**config.mk**
```make
export PLATFORM = sky130hd
export DESIGN_NAME = phased_deframer
export DESIGN_NICKNAME = d
export VERILOG_FILES = /design/src/rtl/pf_pkg.sv /design/src/rtl/pf_link_monitor.sv /design/src/rtl/pf_lock_fsm.sv /design/src/rtl/pf_ctrl_vote.sv /design/src/rtl/pf_out_stage.sv /design/src/rtl/phased_deframer.sv
export SDC_FILE = /design/constraint.sdc
export NUM_CORES = 1
export LEC_CHECK = 0
export BUFFER_PORTS_ARGS = -buffer_cell sky130_fd_sc_hd__buf_4
export CAP_MARGIN = 20
export CORE_ASPECT_RATIO = 0.8
export CORE_MARGIN = 1.5
export CORE_UTILIZATION = 54
export DETAILED_ROUTE_END_ITERATION = 12
export PLACE_DENSITY = 0.81
export SYNTH_ARGS = -nofsm -noshare
export SYNTH_HDL_FRONTEND = slang
export SYNTH_HIERARCHICAL = 1
export SYNTH_SLANG_ARGS = --single-unit
```
**constraint.sdc**
```tcl
create_clock -name clk_i -period 2.5 [get_ports clk_i]
set_clock_uncertainty 0.2 [all_clocks]
set_input_delay 0.375 -clock clk_i [delete_from_list [all_inputs] [get_ports clk_i]]
set_output_delay 0.375 -clock clk_i [all_outputs]
set_load 0.02 [all_outputs]
```
**src/rtl/pf_pkg.sv**
```systemverilog
package pf_pkg;

    typedef enum logic [1:0] {
        ST_HUNT    = 2'd0,
        ST_STRETCH = 2'd1,
        ST_RUN     = 2'd2
    } lock_state_t;

    // Two-of-three vote on one triplicated bit
    function automatic logic maj3(input logic [2:0] c);
        return (c[0] & c[1]) | (c[0] & c[2]) | (c[1] & c[2]);
    endfunction

endpackage

```
**src/rtl/pf_link_monitor.sv**
```systemverilog
module pf_link_monitor #(
    parameter int MISS_LIMIT = 8
) (
    input  logic clk_i,
    input  logic rst_ni,
    input  logic word_vld_i,
    input  logic flag_ok_i,
    input  logic pwrdn_ni,
    output logic healthy_o
);
    localparam int MW = $clog2(MISS_LIMIT + 1);

    logic [MW-1:0] miss_q;

    // Cycles since the last recovered-word strobe, saturating
    always_ff @(posedge clk_i or negedge rst_ni) begin
        if (!rst_ni) begin
            miss_q <= '0;
        end else if (word_vld_i) begin
            miss_q <= '0;
        end else if (miss_q != MW'(MISS_LIMIT)) begin
            miss_q <= miss_q + 1'b1;
        end
    end

    assign healthy_o = flag_ok_i & pwrdn_ni & (miss_q != MW'(MISS_LIMIT));

endmodule

```
**src/rtl/pf_lock_fsm.sv**
```systemverilog
module pf_lock_fsm
    import pf_pkg::*;
#(
    parameter int LOCK_CNT    = 16385,
    parameter int STRETCH_CYC = 2
) (
    input  logic        clk_i,
    input  logic        rst_ni,
    input  logic        healthy_i,
    output lock_state_t state_o,
    output logic        lock_o
);
    localparam int CW = $clog2(LOCK_CNT + 1);
    localparam int SW = $clog2(STRETCH_CYC + 1);

    lock_state_t   state_q, state_d;
    logic [CW-1:0] cnt_q;
    logic [SW-1:0] sc_q;
    logic          lock_q;

    always_comb begin
        state_d = state_q;
        unique case (state_q)
            ST_HUNT: begin
                if (healthy_i && cnt_q == CW'(LOCK_CNT - 1)) state_d = ST_STRETCH;
            end
            ST_STRETCH: begin
                if (!healthy_i)                             state_d = ST_HUNT;
                else if (sc_q == SW'(STRETCH_CYC - 1))      state_d = ST_RUN;
            end
            ST_RUN: begin
                if (!healthy_i)                             state_d = ST_HUNT;
            end
            default: state_d = ST_HUNT;
        endcase
    end

    // State register
    always_ff @(posedge clk_i or negedge rst_ni) begin
        if (!rst_ni) state_q <= ST_HUNT;
        else         state_q <= state_d;
    end

    // Counters and lock output
    always_ff @(posedge clk_i or negedge rst_ni) begin
        if (!rst_ni) begin
            cnt_q  <= '0;
            sc_q   <= '0;
            lock_q <= 1'b0;
        end else begin
            if (state_q == ST_HUNT && state_d == ST_HUNT && healthy_i) cnt_q <= cnt_q + 1'b1;
            else                                                       cnt_q <= '0;
            if (state_q == ST_STRETCH && state_d == ST_STRETCH)        sc_q  <= sc_q + 1'b1;
            else                                                       sc_q  <= '0;
            lock_q <= (state_d != ST_HUNT);
        end
    end

    assign state_o = state_q;
    assign lock_o  = lock_q;

endmodule

```
**src/rtl/pf_ctrl_vote.sv**
```systemverilog
module pf_ctrl_vote
    import pf_pkg::*;
#(
    parameter int CTL_W  = 9,
    parameter int VOTE_N = 5,
    parameter int RAW_W  = 3 * VOTE_N + (CTL_W - VOTE_N)
) (
    input  logic [RAW_W-1:0] raw_i,
    output logic [CTL_W-1:0] ctl_o
);
    localparam int VOTE_BITS = 3 * VOTE_N;
    localparam int SINGLE_N  = CTL_W - VOTE_N;

    for (genvar i = 0; i < VOTE_N; i++) begin : g_vote
        assign ctl_o[i] = maj3(raw_i[3*i +: 3]);
    end

    for (genvar j = 0; j < SINGLE_N; j++) begin : g_single
        assign ctl_o[VOTE_N + j] = raw_i[VOTE_BITS + j];
    end

endmodule

```
**src/rtl/pf_out_stage.sv**
```systemverilog
module pf_out_stage #(
    parameter int VID_W = 18,
    parameter int CTL_W = 9
) (
    input  logic             clk_i,
    input  logic             rst_ni,
    input  logic             run_i,
    input  logic             word_vld_i,
    input  logic             word_phase_i,
    input  logic [VID_W-1:0] vid_i,
    input  logic [CTL_W-1:0] ctl_i,
    output logic [VID_W-1:0] vid_o,
    output logic [CTL_W-1:0] ctl_o,
    output logic             de_o,
    output logic             pclk_raw_o
);
    logic             take;
    logic [VID_W-1:0] vid_q;
    logic [CTL_W-1:0] ctl_q;
    logic             de_q;
    logic             pclk_raw_q;

    assign take = run_i & word_vld_i;

    always_ff @(posedge clk_i or negedge rst_ni) begin
        if (!rst_ni) begin
            vid_q      <= '0;
            ctl_q      <= '0;
            de_q       <= 1'b0;
            pclk_raw_q <= 1'b1;
        end else begin
            if (take) begin
                de_q <= word_phase_i;
                if (word_phase_i) vid_q <= vid_i;
                else              ctl_q <= ctl_i;
            end
            // Low for the cycle after an accepted word, idle high otherwise
            pclk_raw_q <= ~take;
        end
    end

    assign vid_o      = vid_q;
    assign ctl_o      = ctl_q;
    assign de_o       = de_q;
    assign pclk_raw_o = pclk_raw_q;

endmodule

```
**src/rtl/phased_deframer.sv**
```systemverilog
module phased_deframer
    import pf_pkg::*;
#(
    parameter int LOCK_CNT    = 16385,
    parameter int MISS_LIMIT  = 8,
    parameter int STRETCH_CYC = 2,
    parameter int VID_W       = 18,
    parameter int CTL_W       = 9,
    parameter int VOTE_N      = 5,
    parameter int RAW_W       = 3 * VOTE_N + (CTL_W - VOTE_N),
    parameter int WORD_W      = (VID_W > RAW_W) ? VID_W : RAW_W
) (
    input  logic              clk_i,
    input  logic              rst_ni,
    input  logic              word_vld_i,
    input  logic              word_phase_i,
    input  logic [WORD_W-1:0] word_i,
    input  logic              flag_ok_i,
    input  logic              edge_sel_i,
    input  logic              out_en_i,
    input  logic              pwrdn_ni,
    output logic [VID_W-1:0]  video_o,
    output logic [CTL_W-1:0]  ctrl_o,
    output logic              de_o,
    output logic              pclk_o,
    output logic              lock_o,
    output logic              drive_oe_o
);
    logic             healthy_w;
    lock_state_t      state_w;
    logic             lock_w;
    logic [CTL_W-1:0] ctl_dec_w;
    logic [VID_W-1:0] vid_w;
    logic [CTL_W-1:0] ctl_w;
    logic             de_w;
    logic             pclk_raw_w;
    logic             drv_en_w;

    pf_link_monitor #(.MISS_LIMIT(MISS_LIMIT)) u_mon (
        .clk_i     (clk_i),
        .rst_ni    (rst_ni),
        .word_vld_i(word_vld_i),
        .flag_ok_i (flag_ok_i),
        .pwrdn_ni  (pwrdn_ni),
        .healthy_o (healthy_w)
    );

    pf_lock_fsm #(.LOCK_CNT(LOCK_CNT), .STRETCH_CYC(STRETCH_CYC)) u_fsm (
        .clk_i    (clk_i),
        .rst_ni   (rst_ni),
        .healthy_i(healthy_w),
        .state_o  (state_w),
        .lock_o   (lock_w)
    );

    pf_ctrl_vote #(.CTL_W(CTL_W), .VOTE_N(VOTE_N), .RAW_W(RAW_W)) u_vote (
        .raw_i(word_i[RAW_W-1:0]),
        .ctl_o(ctl_dec_w)
    );

    pf_out_stage #(.VID_W(VID_W), .CTL_W(CTL_W)) u_out (
        .clk_i       (clk_i),
        .rst_ni      (rst_ni),
        .run_i       (state_w == ST_RUN),
        .word_vld_i  (word_vld_i),
        .word_phase_i(word_phase_i),
        .vid_i       (word_i[VID_W-1:0]),
        .ctl_i       (ctl_dec_w),
        .vid_o       (vid_w),
        .ctl_o       (ctl_w),
        .de_o        (de_w),
        .pclk_raw_o  (pclk_raw_w)
    );

    // Driver gating toward the pad ring
    assign drv_en_w   = out_en_i & pwrdn_ni;
    assign drive_oe_o = drv_en_w;
    assign video_o    = drv_en_w ? vid_w : '0;
    assign ctrl_o     = drv_en_w ? ctl_w : '0;
    assign de_o       = drv_en_w & de_w;
    assign pclk_o     = drv_en_w & (pclk_raw_w ~^ edge_sel_i);
    assign lock_o     = drv_en_w & lock_w;

endmodule

```
==> results_tabular.tex, run 1 <==
\begin{tabular}{lr}
\hline
Metric & Value \\
\hline
\multicolumn{2}{l}{\textbf{Status}} \\
Status & finished, final reports clean \\
\multicolumn{2}{l}{\textbf{Cells and area}} \\
Number of fill cells & 362 \\
Area of all placed cells without fillers & 0.003154 sq mm \\
Number of inserted diodes & 0 \\
Share of cells above drive strength 1 & 37.72\% \\
P\&R area growth vs syn & 19.54\% \\
Net count of the finished layout & 312 \\
\multicolumn{2}{l}{\textbf{Die}} \\
Die area & 0.005318 sq mm \\
Die W & 81.16 um \\
Placeable Area & 0.004652 sq mm \\
Vertical die dimension & 65.53 um \\
Standard-cell rows & 22 \\
IO Pins & 58 \\
Starting density of the core & 56.72\% \\
\multicolumn{2}{l}{\textbf{STA}} \\
Setup TNS & 0 ns \\
Pin slew with the least headroom to its limit & 0.6411 ns \\
RSZ-0062 raised after global routing & no \\
Ratio of final minimum period to clock period & 84.12\% \\
Hold WS & 0.1025 ns \\
Maximum operating frequency & 475.5 MHz \\
Number of failing hold endpoints at the final stage & 0 \\
Tightest slew margin relative to the limit & 57.26\% \\
Final Critical Period & 2.103 ns \\
Final setup violation count & 0 \\
Max Transition Viols Final & 0 \\
\multicolumn{2}{l}{\textbf{Synth}} \\
Yosys warns & 6 \\
Top cell types by occurrence after synthesis & 52 x dfrtp\_1, 30 x and3\_1, 24 x nor2\_1, 19 x mux2\_2, 12 x xnor2\_1 \\
Leading area contributor after synthesis & dfrtp\_1 \\
Most used DFF post-synth & dfrtp\_1 \\
Async S/R FF share, synth & 100.0\% \\
Most repeated cell in the gate-level netlist after synthesis & dfrtp\_1 \\
Netlist cell types & 39 \\
Area share of the largest cell type after synthesis & 49.31\% \\
Number of enable-type register cells in the synthesized netlist & 0 \\
Synthesis-stage register bit count & 53 \\
Post-Synthesis Cell Area & 0.002639 sq mm \\
Part of the Yosys area used for sequential elements & 50.31\% \\
Synth area leaders & dfrtp\_1 49\%, mux2\_2 8.1\%, and3\_1 7.1\% \\
Mapped Avg Cell Area & 11.62 sq um \\
Synth Net Count & 259 \\
Cells after synthesis & 227 \\
\multicolumn{2}{l}{\textbf{Drt}} \\
DR DRC count & 0 \\
Average routed wire per standard cell & 15.15 um \\
Total via count after detailed routing & 1796 \\
Via/cell ratio & 5.267 \\
Number of detailed-route iterations in the first pass & 5 \\
Total routed wirelength & 5166 um \\
Iteration-0 DRC count of the detailed router & 112 \\
Routed Antenna Nets & 0 \\
\multicolumn{2}{l}{\textbf{Setup path}} \\
Crit. Startpoint & u\_mon/miss\_q[0] \\
Worst flop-to-flop path endpoint & u\_fsm/cnt\_q[13] \\
Critical path required time & 2.52 ns \\
Highest net fanout along the worst path & 14 \\
Number of cell instances on the worst register-to-register path & 8 \\
Worst setup EP type & flip-flop \\
Data arrival time at the worst-slack endpoint & 2.12 ns \\
Setup slack of the most critical reg-to-reg path & 0.40 ns \\
Startpoint type of the worst setup path & flip-flop \\
Startpoint of the worst-slack reg-to-reg timing path & u\_mon/miss\_q[0] \\
Worst setup path category & reg2reg \\
\multicolumn{2}{l}{\textbf{Power}} \\
Leakage & 1.660 nW \\
Power Density & 458.0 mW/mm\^{}2 \\
Maximum ir drop on the vdd rail & 0.3453 mV \\
\multicolumn{2}{l}{\textbf{Place}} \\
Routability-driven placement congestion ratio & 0.8096 \\
Post-DP HPWL & 3658 um \\
Number of buffers inserted by port buffering & 57 \\
Post-place instance area & 0.003057 sq mm \\
\multicolumn{2}{l}{\textbf{Clock tree}} \\
Num Clock Sinks & 53 \\
Number of buffers inserted by post-CTS setup repair & 0 \\
CTS clock-pin slew for the worst setup and hold paths & 0.09 ns \\
TritonCTS clock tree & built \\
Worst-Skew Late Latency & 0.30 ns \\
Clock H-tree levels & 2 \\
Buffer depth of the longest clock path & 2 \\
Root cell of the clock tree & clkbuf\_8 \\
Total clock buffers created by CTS & 5 \\
\multicolumn{2}{l}{\textbf{Global routing}} \\
Vias in the first global route & 1778 \\
Largest net degree at the start of global routing & 54 \\
Remaining global-route overflow & 0 \\
Antenna violations before repair & 0 \\
Global-route usage over all layers & 20.83\% \\
First-pass GRT wire length & 8293 um \\
\multicolumn{2}{l}{\textbf{Worst hold path}} \\
Worst hold path endpoint & u\_mon/miss\_q[2] \\
Class of the tightest hold or removal check & in2reg \\
Start point of the worst min-delay path & word\_vld\_i \\
Depth of the worst hold-timing path & 2 \\
\multicolumn{2}{l}{\textbf{Flow run}} \\
Number of maximum-capacitance constraint violations & 0 \\
\hline
\end{tabular}
[report_power, final]
group,internal [mW],switching (mW),total [mW]
combinational,0.0494,0.0613,0.111
clock,0.198,0.267,0.464
sequential,0.862,0.00705,0.869
total,1.11,0.335,1.44
[metal layers]
| layer | track usage [%] | vias up | share of wire, % |
|---|---|---|---|
| met5 | 0 | - | 0 |
| met4 | 6.897 | 0 | 0.95 |
| met3 | 4.722 | 6 | 3.3 |
| met2 | 33.02 | 37 | 48 |
| met1 | 28.31 | 871 | 48 |
| li1 | - | 882 | - |
[cells by family after synthesis]
group / after synthesis / synth area share (%)
AND/OR/NAND/NOR: 92 / 20.15
multiplexers: 30 / 13.99
XOR/XNOR: 15 / 4.979
AO/OA/AOI/OAI: 6 / 1.565
adder cells (fa/ha/maj): 10 / 4.504
flip-flops: 53 / 50.31
buffers and inverters: 21 / 4.504
[what timing repair did]
action                     in CTS  in global routing
setup endpoints to repair       0                  0
hold buffers                    1                  0
gates resized for setup         0                  0
hold endpoints to repair       52                  0
[sequential cells by signal, indices dropped and copies added, names as in the netlist]
name,flops
u_out/vid_o,18
u_fsm/state_o,2
u_mon/miss_q,4
u_fsm/sc_q,2
u_out/ctl_o,9
u_out/pclk_raw_o,1
u_fsm/lock_o,1
u_fsm/cnt_q,15
u_out/de_o,1
[worst max path at each step]
| stage | end | slack, ns | cells after the start |
|---|---|---|---|
| floorplan | u_fsm/cnt_q[10] | 0.71 | 9 |
| detailed placement | u_fsm/cnt_q[13] | 0.37 | 8 |
| finish | u_fsm/cnt_q[13] | 0.40 | 8 |
| global placement | u_fsm/cnt_q[13] | 0.50 | 8 |
| CTS | u_fsm/cnt_q[2] | 0.36 | 8 |
| global route | u_fsm/cnt_q[2] | 0.21 | 8 |
[layout make-up]
| cell class | count | area [sq um] | share of cell area, % |
|---|---|---|---|
| Clock buffer | 6 | 72.57 | 2.301 |
| Sequential cell | 53 | 1328 | 42.09 |
| Multi-Input combinational cell | 153 | 1192 | 37.80 |
| Clock inverter | 2 | 15.01 | 0.4760 |
| Inverter | 9 | 33.78 | 1.071 |
| Timing Repair Buffer | 58 | 437.9 | 13.88 |
| Tap cell | 60 | 75.07 | 2.380 |
[metrics by stage]
| stage | setup slack, ns | instances | power, mW | util, % |
|---|---|---|---|---|
| after detailed placement | 0.3740 | 332 | 0.9970 | 65.71 |
| after floorplan | 0.7094 | 227 | 0.9358 | - |
| after CTS | 0.3639 | 341 | 1.458 | 67.81 |
| after global routing | 0.2137 | 341 | 1.516 | 67.81 |
| after global placement | 0.5029 | 332 | 0.9931 | 65.71 |
| final | 0.3970 | 341 | 1.445 | 67.81 |
[cell usage in the layout (no fill, tap or decap), types with 2 or more instances in the layout]
master,count
buf_4,57
dfrtp_1,52
and3_1,30
nor2_1,24
mux2_2,19
xnor2_1,12
inv_1,9
mux2_4,9
nand2_1,7
clkbuf_8,5
nor3_1,5
nand3_1,5
ha_1,5
maj3_2,5
nor4_1,3
nand4_1,3
xor2_1,3
nor2b_1,2
clkinvlp_4,2
nor4b_1,2
a21oi_1,2
mux2i_1,2
[worst max-delay path: stages (launching register included)]
cell and delay [ns]:
dfrtp_1 0.42, inv_1 0.06, ha_1 0.24, nand3b_4 0.11, and3_2 0.17, inv_1 0.06
nor2_1 0.20, nand2_1 0.34, a21oi_1 0.22
No activity file was read; power rests on OpenSTA's default activity.
==> run 2: changes to the inputs <==
Clock period 2.5 ns to 2 ns, I/O delays scaled along.
==> run 2 against run 1 <==
Compared with the run above: first-iteration DRC count shrank 32%; critical path type unchanged; flip-flop and latch count is the same; maximum frequency grew 15%; clock power grew 24%; wire length grew 2.6%; worst hold slack lost 0.066 ns; worst setup slack lost 0.23 ns; sequential share of layout area shrank 0.49 points; largest cell class unchanged; design area grew 1.2%; combinational power grew 32%.
==> results_tabular.tex, run 2 (synthesized netlist as in run 1, its figures left out) <==
\begin{tabular}{lr}
\hline
Metric & Value \\
\hline
\multicolumn{2}{l}{\textbf{Clock tree}} \\
TritonCTS clock tree & built \\
Num Clock Sinks & 53 \\
Clock H-tree levels & 2 \\
Root cell of the clock tree & clkbuf\_8 \\
Buffer depth of the longest clock path & 2 \\
Worst-Skew Late Latency & 0.29 ns \\
CTS clock-pin slew for the worst setup and hold paths & 0.09 ns \\
Total clock buffers created by CTS & 5 \\
\multicolumn{2}{l}{\textbf{STA}} \\
Setup TNS & 0 ns \\
Pin slew with the least headroom to its limit & 0.6353 ns \\
RSZ-0062 raised after global routing & no \\
Tightest slew margin relative to the limit & 57.65\% \\
Hold WS & 0.03629 ns \\
Setup slack after layout & 0.1652 ns \\
Final setup violation count & 0 \\
Max Transition Viols Final & 0 \\
Number of failing hold endpoints at the final stage & 0 \\
Final Critical Period & 1.835 ns \\
Maximum operating frequency & 545.0 MHz \\
Ratio of final minimum period to clock period & 91.74\% \\
\multicolumn{2}{l}{\textbf{Die}} \\
Standard-cell rows & 22 \\
Starting density of the core & 56.72\% \\
Die W & 81.16 um \\
Vertical die dimension & 65.53 um \\
Placeable Area & 0.004652 sq mm \\
IO Pins & 58 \\
Die area & 0.005318 sq mm \\
\multicolumn{2}{l}{\textbf{Power}} \\
Switching share of power & 23.18\% \\
Combinational share of power & 8.1\% \\
Share of total power in the clock network & 31.8\% \\
Part of the power in registers & 60.1\% \\
Power Density & 566.3 mW/mm\^{}2 \\
Maximum ir drop on the vdd rail & 0.5086 mV \\
Switching power summed over all nets & 0.4190 mW \\
Leakage & 1.689 nW \\
Internal power consumption & 1.388 mW \\
Total power after layout & 1.807 mW \\
\multicolumn{2}{l}{\textbf{Setup path}} \\
Number of cell instances on the worst register-to-register path & 5 \\
Worst flop-to-flop path endpoint & u\_fsm/cnt\_q[14] \\
Startpoint type of the worst setup path & flip-flop \\
Worst setup EP type & flip-flop \\
Startpoint of the worst-slack reg-to-reg timing path & u\_fsm/cnt\_q[0] \\
Setup slack of the most critical reg-to-reg path & 0.17 ns \\
Worst setup path category & reg2reg \\
Data arrival time at the worst-slack endpoint & 1.82 ns \\
Highest net fanout along the worst path & 5 \\
Critical path required time & 1.99 ns \\
\multicolumn{2}{l}{\textbf{Place}} \\
Routability-driven placement congestion ratio & 0.7272 \\
Post-place instance area & 0.003079 sq mm \\
Post-DP HPWL & 3841 um \\
Worst slack after detailed placement & 0.1673 ns \\
Number of buffers inserted by port buffering & 57 \\
DP Cell Count & 335 \\
\multicolumn{2}{l}{\textbf{Global routing}} \\
Global-route usage over all layers & 21.59\% \\
Largest net degree at the start of global routing & 54 \\
Vias in the first global route & 1835 \\
Antenna violations before repair & 0 \\
Remaining global-route overflow & 0 \\
First-pass GRT wire length & 8687 um \\
\multicolumn{2}{l}{\textbf{Cells and area}} \\
Share of cells above drive strength 1 & 39.65\% \\
Most common cell after layout, fill and taps aside & buf\_4 \\
Net count of the finished layout & 316 \\
Highest-count cells in the layout ignoring fill and taps & 61 x buf\_4, 52 x dfrtp\_1, 30 x and3\_1, 23 x nor2\_1, 19 x mux2\_2 \\
Final std cells w/o fill & 345 \\
Number of fill cells & 368 \\
P\&R area growth vs syn & 20.96\% \\
Area of all placed cells without fillers & 0.003192 sq mm \\
Number of inserted diodes & 0 \\
Post-layout utilization of the core & 68.61\% \\
Max FFs per register & 18 \\
\multicolumn{2}{l}{\textbf{Flow run}} \\
Number of maximum-capacitance constraint violations & 0 \\
\multicolumn{2}{l}{\textbf{Worst hold path}} \\
Class of the tightest hold or removal check & in2reg \\
Worst hold path endpoint & u\_out/ctl\_o[8] \\
Start point of the worst min-delay path & word\_i[18] \\
Depth of the worst hold-timing path & 2 \\
\multicolumn{2}{l}{\textbf{Drt}} \\
Total via count after detailed routing & 1835 \\
Total routed wirelength & 5301 um \\
Via/cell ratio & 5.319 \\
Routed Antenna Nets & 0 \\
Number of detailed-route iterations in the first pass & 4 \\
DR DRC count & 0 \\
Iteration-0 DRC count of the detailed router & 76 \\
Average routed wire per standard cell & 15.37 um \\
\multicolumn{2}{l}{\textbf{Status}} \\
Status & finished, final reports clean \\
\hline
\end{tabular}
run 2: final cells by class:
| class | count | area (sq um) | area share [%] |
|---|---|---|---|
| repair buffers | 62 | 467.9 | 14.66 |
| well taps | 60 | 75.07 | 2.352 |
| clock inverters | 3 | 17.52 | 0.5488 |
| clock buffers | 5 | 68.82 | 2.156 |
| flip-flops and latches | 53 | 1328 | 41.59 |
| inverters | 9 | 33.78 | 1.058 |
| multi-input cells | 153 | 1201 | 37.63 |
run 2: critical path: stages, from the launching register on:
cell     delay [ns]
dfrtp_1        0.42
ha_1           0.24
nand4_1        0.25
nor4_1         0.40
xnor2_1        0.17
nor2_1         0.05
run 2: layer usage:
metal / GRT usage, % / part of all wire [%] / vias to the layer above
li1: - / - / 894
met1: 29.79 / 45 / 889
met2: 35.83 / 50 / 52
met3: 4.167 / 4.5 / 0
met4: 3.879 / 0 / 0
met5: 0 / 0 / -
run 2: power groups by stage:
stage                     clock (mW)  sequential [mW]  combinational (mW)
after floorplan                    0             1.11              0.0637
after global placement             0             1.11               0.141
after detailed placement           0             1.11               0.145
after CTS                      0.592             1.09               0.147
after global routing           0.634             1.09               0.167
final                          0.574             1.09               0.147
run 2: what timing repair did:
| action | 4_1_cts | 5_1_grt |
|---|---|---|
| setup buffers | 0 | 1 |
| hold buffers | 1 | 0 |
| endpoints found under the hold margin | 52 | 0 |
| gates resized for setup | 0 | 2 |
| setup endpoints to repair | 0 | 2 |
run 2: how the worst max path moves through the flow:
stage | start | to | slack (ns) | depth (start not counted)
after floorplan | u_mon/miss_q[0] | u_fsm/cnt_q[10] | 0.21 | 9
after global placement | u_mon/miss_q[0] | u_fsm/cnt_q[2] | 0.22 | 9
after detailed placement | u_fsm/cnt_q[0] | u_fsm/cnt_q[5] | 0.17 | 7
after CTS | u_fsm/cnt_q[0] | u_fsm/cnt_q[5] | 0.15 | 7
after global routing | u_fsm/cnt_q[0] | u_fsm/cnt_q[5] | 0.02 | 7
final | u_fsm/cnt_q[0] | u_fsm/cnt_q[14] | 0.17 | 5
==> run 3: changes to the inputs <==
Clock period 2 ns to 2.04 ns, I/O delays scaled along.
==> run 3 against run 2 <==
Compared with the run above: register-to-register slack better by 0.02 ns; wire length down 3.7%; sequential power about the same; design area up 0.55%; clock power up 26%; utilization up 0.38 points; non-clock buffer count down 1; combinational power down 5%; first-iteration DRC count up 43%; critical path type unchanged.
==> results_tabular.tex, run 3 (synthesized netlist as in run 1, its figures left out) <==
\begin{tabular}{lr}
\hline
Metric & Value \\
\hline
\multicolumn{2}{l}{\textbf{Status}} \\
Status & finished, final reports clean \\
\multicolumn{2}{l}{\textbf{Die}} \\
Die area & 0.005318 sq mm \\
Placeable Area & 0.004652 sq mm \\
IO Pins & 58 \\
Die W & 81.16 um \\
Standard-cell rows & 22 \\
Vertical die dimension & 65.53 um \\
Starting density of the core & 56.72\% \\
\multicolumn{2}{l}{\textbf{STA}} \\
Hold WS & 0.03930 ns \\
Pin slew with the least headroom to its limit & 0.6470 ns \\
Max Transition Viols Final & 0 \\
Tightest slew margin relative to the limit & 56.87\% \\
Final Critical Period & 1.858 ns \\
Number of failing hold endpoints at the final stage & 0 \\
Ratio of final minimum period to clock period & 91.09\% \\
Final setup violation count & 0 \\
Maximum operating frequency & 538.2 MHz \\
RSZ-0062 raised after global routing & no \\
Setup TNS & 0 ns \\
\multicolumn{2}{l}{\textbf{Place}} \\
Number of buffers inserted by port buffering & 57 \\
Post-DP HPWL & 3676 um \\
DP Cell Count & 335 \\
Routability-driven placement congestion ratio & 0.7749 \\
\multicolumn{2}{l}{\textbf{Drt}} \\
Total routed wirelength & 5106 um \\
Routed Antenna Nets & 0 \\
Number of detailed-route iterations in the first pass & 4 \\
DR DRC count & 0 \\
Iteration-0 DRC count of the detailed router & 109 \\
Total via count after detailed routing & 1834 \\
Average routed wire per standard cell & 14.84 um \\
Via/cell ratio & 5.331 \\
\multicolumn{2}{l}{\textbf{Cells and area}} \\
Final std cells w/o fill & 344 \\
P\&R area growth vs syn & 21.62\% \\
Net count of the finished layout & 315 \\
Number of inserted diodes & 0 \\
Highest-count cells in the layout ignoring fill and taps & 60 x buf\_4, 52 x dfrtp\_1, 30 x and3\_1, 24 x nor2\_1, 19 x mux2\_2 \\
Share of cells above drive strength 1 & 38.73\% \\
Most common cell after layout, fill and taps aside & buf\_4 \\
Max FFs per register & 18 \\
\multicolumn{2}{l}{\textbf{Clock tree}} \\
Buffer depth of the longest clock path & 2 \\
Total clock buffers created by CTS & 5 \\
Num Clock Sinks & 53 \\
Number of buffers inserted by post-CTS setup repair & 0 \\
Count of instances resized after the clock tree is built & 0 \\
Worst-Skew Late Latency & 0.29 ns \\
Root cell of the clock tree & clkbuf\_8 \\
Clock H-tree levels & 2 \\
TritonCTS clock tree & built \\
CTS clock-pin slew for the worst setup and hold paths & 0.09 ns \\
\multicolumn{2}{l}{\textbf{Flow run}} \\
Number of maximum-capacitance constraint violations & 0 \\
\multicolumn{2}{l}{\textbf{Power}} \\
Total power after layout & 1.926 mW \\
Internal power consumption & 1.520 mW \\
Maximum ir drop on the vdd rail & 0.3850 mV \\
Power Density & 600.3 mW/mm\^{}2 \\
Share of total power in the clock network & 37.4\% \\
Switching share of power & 21.08\% \\
Combinational share of power & 7.3\% \\
Part of the power in registers & 55.3\% \\
Switching power summed over all nets & 0.4061 mW \\
Leakage & 1.695 nW \\
\multicolumn{2}{l}{\textbf{Global routing}} \\
Largest net degree at the start of global routing & 54 \\
First-pass GRT wire length & 8321 um \\
Remaining global-route overflow & 0 \\
Vias in the first global route & 1762 \\
Global-route usage over all layers & 20.64\% \\
Antenna violations before repair & 0 \\
\multicolumn{2}{l}{\textbf{Setup path}} \\
Setup slack of the most critical reg-to-reg path & 0.18 ns \\
Highest net fanout along the worst path & 11 \\
Worst setup EP type & flip-flop \\
Startpoint type of the worst setup path & flip-flop \\
Worst setup path category & reg2reg \\
Data arrival time at the worst-slack endpoint & 1.88 ns \\
Critical path required time & 2.07 ns \\
\multicolumn{2}{l}{\textbf{Worst hold path}} \\
Class of the tightest hold or removal check & in2reg \\
\hline
\end{tabular}
==> run 3: cell type report <==
cell class / count / area, sq um
repair buffers: 61 / 460.4
multi-input cells: 153 / 1192
clock buffers: 6 / 82.58
well taps: 60 / 75.07
clock inverters: 2 / 37.54
fillers: 339 / 1443
inverters: 9 / 33.78
flip-flops and latches: 53 / 1328
==> run 3: power groups by stage <==
stage	clock network [mW]	logic [mW]	registers (mW)
detailed placement	0	0.140	1.09
finish	0.721	0.140	1.07
floorplan	0	0.0625	1.08
CTS	0.738	0.142	1.07
global route	0.788	0.156	1.07
global placement	0	0.137	1.09
==> run 3: layer usage <==
layer  track usage (%)  up-vias  wire length, um
li1                  -      891                -
met3             3.750        4              167
met5                 0        -                0
met1             29.55      895             2483
met2             32.71       44             2404
met4             4.741        0               51
==> run 3: critical path, stage by stage, from the launching register on <==
cell      delay [ns]
dfrtp_1         0.42
inv_1           0.06
ha_1            0.24
nand3b_4        0.11
and3_2          0.18
inv_1           0.06
nor2_1          0.12
nand2_1         0.09
buf_4           0.19
nor2_1          0.12
==> run 3: timing repair <==
| action | 4_1_cts | 5_1_grt |
|---|---|---|
| endpoints found under the hold margin | 52 | 0 |
| hold buffers | 1 | 0 |
| endpoints found under the setup margin | 0 | 1 |
==> run 3: path summary, 6_finish.rpt <==
path | start | endpoint | cells after the start
setup / recovery | u_mon/miss_q[0] | u_fsm/cnt_q[7] | 9
hold / removal | word_i[18] | u_out/ctl_o[8] | 2
setup reg to reg | u_mon/miss_q[0] | u_fsm/cnt_q[7] | 9
hold reg to reg | u_fsm/sc_q[0] | u_fsm/sc_q[0] | 1
max in group asynchronous | rst_ni | u_out/vid_o[6] | 2
min in group asynchronous | rst_ni | u_out/ctl_o[8] | 2
==> run 3: metrics by stage <==
stage          cell area [sq um]  utilization (%)  setup WS [ns]
2_1_floorplan               2639                -         0.2494
3_3_place_gp                3079            66.19         0.2397
3_5_place_dp                3079            66.19         0.2041
4_1_cts                     3209            68.99         0.1777
5_1_grt                     3209            68.99       0.002116
6_report                    3209            68.99         0.1818
